**src/rtl/hadr_pkg.sv**
```systemverilog
package hadr_pkg;

  typedef enum logic [1:0] {
    DST_DRAM = 2'd0,
    DST_LINK = 2'd1,
    DST_BAD  = 2'd2
  } dest_e;

  // Fixed windows, as 64-bit constants narrowed where used
  localparam logic [63:0] SMM_HI_BASE  = 64'h0000_0000_FEDA_0000;
  localparam int          SMM_HI_LOG2  = 17;
  localparam logic [63:0] SMM_LO_BASE  = 64'h0000_0000_000A_0000;
  localparam logic [63:0] IOAPIC_BASE  = 64'h0000_0000_FEC0_0000;
  localparam int          IOAPIC_LOG2  = 20;
  localparam logic [63:0] BOOT_BASE    = 64'h0000_0000_FFE0_0000;
  localparam int          BOOT_LOG2    = 21;
  localparam logic [63:0] FOUR_GB      = 64'h0000_0001_0000_0000;

endpackage

```
**src/rtl/hadr_window.sv**
```systemverilog
module hadr_window #(
  parameter int          AW   = 36,
  parameter logic [63:0] BASE = 64'h0,
  parameter int          LOG2 = 16
) (
  input  logic [AW-LOG2-1:0] addr_hi,
  output logic               hit
);
  localparam logic [AW-1:0] BASE_V = AW'(BASE);

  always_comb begin
    hit = (addr_hi == BASE_V[AW-1:LOG2]);
  end
endmodule

```
**src/rtl/hadr_classify.sv**
```systemverilog
module hadr_classify
  import hadr_pkg::*;
#(
  parameter int AW    = 36,
  parameter int IN_AW = 40
) (
  input  logic [IN_AW-1:0] addr,
  input  logic             from_link,
  input  logic             smm,
  input  logic             wb,
  input  logic             smm_hi_en,
  input  logic [AW-1:0]    low_top,
  input  logic [AW-1:0]    mem_top,
  input  logic             reclaim_en,
  input  logic [AW-1:0]    reclaim_lim,
  output dest_e            dest,
  output logic [AW-1:0]    out_addr,
  output logic             abort
);
  localparam logic [AW-1:0] FOUR_GB_V = AW'(FOUR_GB);
  localparam logic [AW-1:0] SMM_LO_V  = AW'(SMM_LO_BASE);

  logic [AW-1:0] low;
  logic          over;
  logic          hit_smm_hi;
  logic          hit_ioapic;
  logic          hit_boot;
  logic [AW-1:0] upper_top;

  assign low = addr[AW-1:0];

  generate
    if (IN_AW > AW) begin : g_wide
      assign over = |addr[IN_AW-1:AW];
    end else begin : g_exact
      assign over = 1'b0;
    end
  endgenerate

  hadr_window #(.AW(AW), .BASE(SMM_HI_BASE), .LOG2(SMM_HI_LOG2)) u_win_smm (
    .addr_hi(low[AW-1:SMM_HI_LOG2]), .hit(hit_smm_hi));
  hadr_window #(.AW(AW), .BASE(IOAPIC_BASE), .LOG2(IOAPIC_LOG2)) u_win_ioapic (
    .addr_hi(low[AW-1:IOAPIC_LOG2]), .hit(hit_ioapic));
  hadr_window #(.AW(AW), .BASE(BOOT_BASE), .LOG2(BOOT_LOG2)) u_win_boot (
    .addr_hi(low[AW-1:BOOT_LOG2]), .hit(hit_boot));

  assign upper_top = reclaim_en ? reclaim_lim : mem_top;

  always_comb begin
    dest     = DST_LINK;
    out_addr = low;
    abort    = 1'b0;
    if (over) begin
      dest  = DST_BAD;
      abort = 1'b1;
    end else if (hit_smm_hi) begin
      if (!smm_hi_en) begin
        dest = DST_LINK;
      end else if (from_link) begin
        dest  = DST_BAD;
        abort = 1'b1;
      end else if (smm || wb) begin
        dest     = DST_DRAM;
        out_addr = {SMM_LO_V[AW-1:SMM_HI_LOG2], low[SMM_HI_LOG2-1:0]};
      end else begin
        dest  = DST_BAD;
        abort = 1'b1;
      end
    end else if (hit_ioapic || hit_boot) begin
      dest = DST_LINK;
    end else if (low < low_top) begin
      dest = DST_DRAM;
    end else if (low < FOUR_GB_V) begin
      dest = DST_LINK;
    end else if (low < upper_top) begin
      dest = DST_DRAM;
    end else begin
      dest = DST_LINK;
    end
  end
endmodule

```
**src/rtl/hadr_pipe.sv**
```systemverilog
module hadr_pipe #(
  parameter int W = 8
) (
  input  logic         clk,
  input  logic         rst_n,
  input  logic         in_valid,
  output logic         in_ready,
  input  logic [W-1:0] in_data,
  output logic         out_valid,
  input  logic         out_ready,
  output logic [W-1:0] out_data
);
  logic         v_q, v_d;
  logic         load;
  logic [W-1:0] d_q;

  always_comb begin
    in_ready = !v_q || out_ready;
    load     = in_valid && in_ready;
    v_d      = v_q;
    if (load)           v_d = 1'b1;
    else if (out_ready) v_d = 1'b0;
  end

  always_ff @(posedge clk or negedge rst_n) begin
    if (!rst_n) v_q <= 1'b0;
    else        v_q <= v_d;
  end

  always_ff @(posedge clk) begin
    if (load) d_q <= in_data;
  end

  assign out_valid = v_q;
  assign out_data  = d_q;
endmodule

```
**src/rtl/host_addr_router.sv**
```systemverilog
module host_addr_router
  import hadr_pkg::*;
#(
  parameter int AW    = 36,
  parameter int IN_AW = 40,
  parameter int TW    = 8
) (
  input  logic             clk,
  input  logic             rst_n,
  input  logic             req_valid,
  output logic             req_ready,
  input  logic [IN_AW-1:0] req_addr,
  input  logic             req_from_link,
  input  logic             req_smm,
  input  logic             req_wb,
  input  logic [TW-1:0]    req_tag,
  input  logic             cfg_smm_hi_en,
  input  logic [AW-1:0]    cfg_low_top,
  input  logic [AW-1:0]    cfg_mem_top,
  input  logic             cfg_reclaim_en,
  input  logic [AW-1:0]    cfg_reclaim_lim,
  output logic             rsp_valid,
  input  logic             rsp_ready,
  output logic [1:0]       rsp_dest,
  output logic [AW-1:0]    rsp_addr,
  output logic             rsp_abort,
  output logic [TW-1:0]    rsp_tag
);
  localparam int PW = 2 + AW + 1 + TW;

  // reset: asserted asynchronously, released on a clock edge
  logic [1:0] rst_sync_q;
  logic       rst_n_int;

  always_ff @(posedge clk or negedge rst_n) begin
    if (!rst_n) rst_sync_q <= 2'b00;
    else        rst_sync_q <= {rst_sync_q[0], 1'b1};
  end
  assign rst_n_int = rst_sync_q[1];

  dest_e         c_dest;
  logic [AW-1:0] c_addr;
  logic          c_abort;
  logic [PW-1:0] p_in, p_out;

  hadr_classify #(.AW(AW), .IN_AW(IN_AW)) u_classify (
    .addr        (req_addr),
    .from_link   (req_from_link),
    .smm         (req_smm),
    .wb          (req_wb),
    .smm_hi_en   (cfg_smm_hi_en),
    .low_top     (cfg_low_top),
    .mem_top     (cfg_mem_top),
    .reclaim_en  (cfg_reclaim_en),
    .reclaim_lim (cfg_reclaim_lim),
    .dest        (c_dest),
    .out_addr    (c_addr),
    .abort       (c_abort)
  );

  assign p_in = {c_dest, c_addr, c_abort, req_tag};

  hadr_pipe #(.W(PW)) u_pipe (
    .clk       (clk),
    .rst_n     (rst_n_int),
    .in_valid  (req_valid),
    .in_ready  (req_ready),
    .in_data   (p_in),
    .out_valid (rsp_valid),
    .out_ready (rsp_ready),
    .out_data  (p_out)
  );

  assign {rsp_dest, rsp_addr, rsp_abort, rsp_tag} = p_out;
endmodule

```
**config.mk**
```make
export PLATFORM = sky130hd
export DESIGN_NAME = host_addr_router
export DESIGN_NICKNAME = d
export VERILOG_FILES = /design/src/rtl/hadr_pkg.sv /design/src/rtl/hadr_window.sv /design/src/rtl/hadr_classify.sv /design/src/rtl/hadr_pipe.sv /design/src/rtl/host_addr_router.sv
export SDC_FILE = /design/constraint.sdc
export NUM_CORES = 1
export LEC_CHECK = 0
export BUFFER_PORTS_ARGS = -buffer_cell sky130_fd_sc_hd__buf_2
export CAP_MARGIN = 40
export CORE_MARGIN = 3
export CORE_UTILIZATION = 45
export DETAILED_ROUTE_END_ITERATION = 7
export HOLD_SLACK_MARGIN = 0.1
export PLACE_DENSITY = 0.85
export SYNTH_ARGS = -nofsm -noshare
export SYNTH_HDL_FRONTEND = slang
export SYNTH_SLANG_ARGS = --single-unit
```
**constraint.sdc**
```tcl
create_clock -name clk -period 0.8 [get_ports clk]
set_input_delay 0.16 -clock clk [delete_from_list [all_inputs] [get_ports clk]]
set_output_delay 0.16 -clock clk [all_outputs]
set_load 0.05 [all_outputs]
```
==> results.json <==
{
  "synthTopCellsByArea": "edfxtp_1, ha_1, mux2i_1",
  "cts_tree": "built",
  "ys.flop_type": "edfxtp_1",
  "crit_fanout": 8,
  "synth_top_family_by_area": "adder cells",
  "fp-row-count": 32,
  "ant_nets": 0,
  "synth.area.mux_share": 0.0973,
  "fin_area_mm2": 0.00642,
  "cp_data_required_time_ns": 0.86,
  "synth_compound_area_frac": 0.100,
  "final.setup_skew_ns": 0.0139,
  "arrival_ns": 2.01,
  "async_flop_share": 0.0612,
  "min_period_over_period": 2.44,
  "status": "complete, but fails checks",
  "syn_area_mm2": 0.00372,
  "cts_max_path_buffers": 2,
  "min_period_ns": 1.95,
  "setup_viol": 109,
  "synth_fa_ha_area_frac": 0.236,
  "critPathLaunchType": "input pin",
  "power_mw": 8.01,
  "ys_warn_count": 0,
  "clk_pin_slew_ns": 0.10,
  "drive_gt1_frac": 0.518,
  "fmax_mhz": 513,
  "grt_pass1_wl_um": 24500,
  "routed_via_density": 6.03,
  "syn_nets": 578,
  "dieHeight_um": 96.9,
  "worst_pin_slew_ns": 0.605,
  "grt_overflow": 0,
  "holdWs_ns": 0.110,
  "timing.hold.worst.class": "in -> reg",
  "wl_um": 17800,
  "slew_headroom": 0.586,
  "vias": 4477,
  "synth-xor-area-share": 0,
  "synth_top_area_share": 0.372,
  "root_buffer": "clkbuf_8",
  "start_util": 0.471,
  "grt_max_degree": 17,
  "layout.cells.non_filler": 743,
  "dp_hpwl_um": 9910,
  "coreArea_mm2": 0.00789,
  "peakVddDrop_uv": 903,
  "yosysSeqAreaShare": 0.392,
  "setup_ws_ns": -1.15,
  "rsz0062_at_grt": "yes",
  "cts_buffers": 5,
  "antenna_found_initial": 2,
  "ys_seq_elements": 49,
  "synthCells": 343,
  "cts_max_level": 2,
  "fill_cells": 428,
  "yosysMostFrequentCell": "ha_1",
  "gp_congestion": 0.952,
  "drt_first_iter_violations": 337,
  "ios": 214,
  "grt_pass1_vias": 4660,
  "place_inst": 694,
  "synthSimpleGateAreaFrac": 0.122,
  "dieArea_mm2": 0.00939,
  "io_buffers": 213,
  "wl_per_cell_um": 24.0,
  "ys_types": 43,
  "yosys.area.top_type": "edfxtp_1",
  "crit_path_end_kind": "register",
  "avgSynthCellArea_um2": 10.8,
  "area.growth.synth_to_final_pct": 72.8,
  "place_area_mm2": 0.00530,
  "synth_edf_count": 46,
  "power_density_mw_per_mm2": 1250,
  "critPathKind": "in -> reg",
  "place_ws_ns": -1.46,
  "cap_violations": 0,
  "fin_nets": 873,
  "yosys-top-cells-count": "ha_1, edfxtp_1, inv_1, mux2i_1, a21oi_1",
  "insertion_delay_ns": 0.30,
  "hold_violations": 0,
  "grt.total_usage": 0.329,
  "die_x_um": 96.9,
  "drv_slew": 0,
  "violations": "setup timing",
  "dr.pass1.iters": 8,
  "drcViolationCount": 0,
  "cts.sinks": 49,
  "leakage_nw": 3.27
}
-- power by group --
part           switching [mW]  internal (mW)
registers              0.0824           2.97
clock network           0.937          0.616
logic                    1.82           1.58
total                    2.84           5.17
-- flip-flops by register name, summed over array words and instances (netlist names) --
signal	flops
rst_sync_q	2
u_pipe.out_data	46
u_pipe.out_valid	1
-- cells by family (layout without fill, tap and decap cells) --
group | count (synthesis) | after routing
other cells | 1 | 3
fa+ha+maj | 70 | 70
simple gates | 79 | 80
compound gates | 59 | 59
flops | 49 | 49
buf+inv | 49 | 344
mux | 36 | 36
-- what timing repair did --
action | 4_1_cts | 5_1_grt
cloned | 7 | 1
endpoints found under the hold margin | 19 | 1
gates resized for setup | 129 | 36
pin swaps | 13 | 15
hold buffers | 18 | 1
setup endpoints to repair | 107 | 108
setup buffers | 11 | 4
-- through the flow --
| stage | utilization | TNS [ns] |
|---|---|---|
| after floorplan | - | -43.58 |
| after global placement | 0.671 | -27.49 |
| after detailed placement | 0.671 | -28.41 |
| after CTS | 0.796 | -40.10 |
| after global routing | 0.814 | -45.57 |
| final | 0.814 | -43.97 |
-- cell usage in the layout (no fill, tap or decap), types with 4 or more instances in the layout --
cell           instances
a21o_1                 7
a21oi_1               22
and2_4                10
buf_12                 9
buf_16                 4
buf_2                161
buf_4                 52
buf_6                 51
buf_8                  4
clkbuf_8               5
dlygate4sd3_1         19
edfxtp_1              46
ha_1                  69
inv_1                 35
mux2i_1               28
mux2i_2                5
nand2_1               20
nand3_1                8
nand4_1               10
nor2_1                 7
o21ai_1                5
-- metal layers --
layer / vias to the layer above / part of all wire / global-route usage
li1: 1875 / - / -
met5: - / 0 / 0
met4: 0 / 0.070 / 0.149
met2: 421 / 0.50 / 0.610
met3: 138 / 0.10 / 0.0750
met1: 2043 / 0.33 / 0.351
-- final cells by class --
| type | count | area, µm² | share of cell area |
|---|---|---|---|
| multi-input cells | 246 | 2270 | 0.354 |
| flip-flops and latches | 49 | 1460 | 0.227 |
| clock inverters | 3 | 22.5 | 0.00351 |
| clock buffers | 5 | 68.8 | 0.0107 |
| diodes | 2 | 5.00 | 0.000779 |
| inverters | 35 | 131 | 0.0205 |
| repair buffers | 301 | 2340 | 0.364 |
| well taps | 102 | 128 | 0.0199 |
-- critical path, stage by stage --
cell,delay [ns]
buf_12,0.12
buf_16,0.15
mux2i_1,0.23
ha_1,0.31
nand4_1,0.24
buf_4,0.17
nor3_2,0.04
a211oi_2,0.20
o211ai_1,0.12
a21oi_1,0.20
a211oi_2,0.05
-- final timing paths --
path,from,cells past startpoint,endpoint,slack [ns]
max,cfg_reclaim_en,11,u_pipe.out_data[45]$_SDFFCE_PP0P_,-1.15
min,req_addr[2],1,u_pipe.out_data[11]$_DFFE_PP_,0.11
max reg2reg,u_pipe.out_valid$_DFFE_PN0P_,5,u_pipe.out_data[35]$_DFFE_PP_,-0.59
min reg2reg,rst_sync_q[0]$_DFF_PN0_,0,rst_sync_q[1]$_DFF_PN0_,0.37
max in group asynchronous,rst_sync_q[1]$_DFF_PN0_,1,u_pipe.out_valid$_DFFE_PN0P_,0.11
min in group asynchronous,rst_n,2,rst_sync_q[0]$_DFF_PN0_,0.15
No activity file was read; power rests on OpenSTA's default activity.
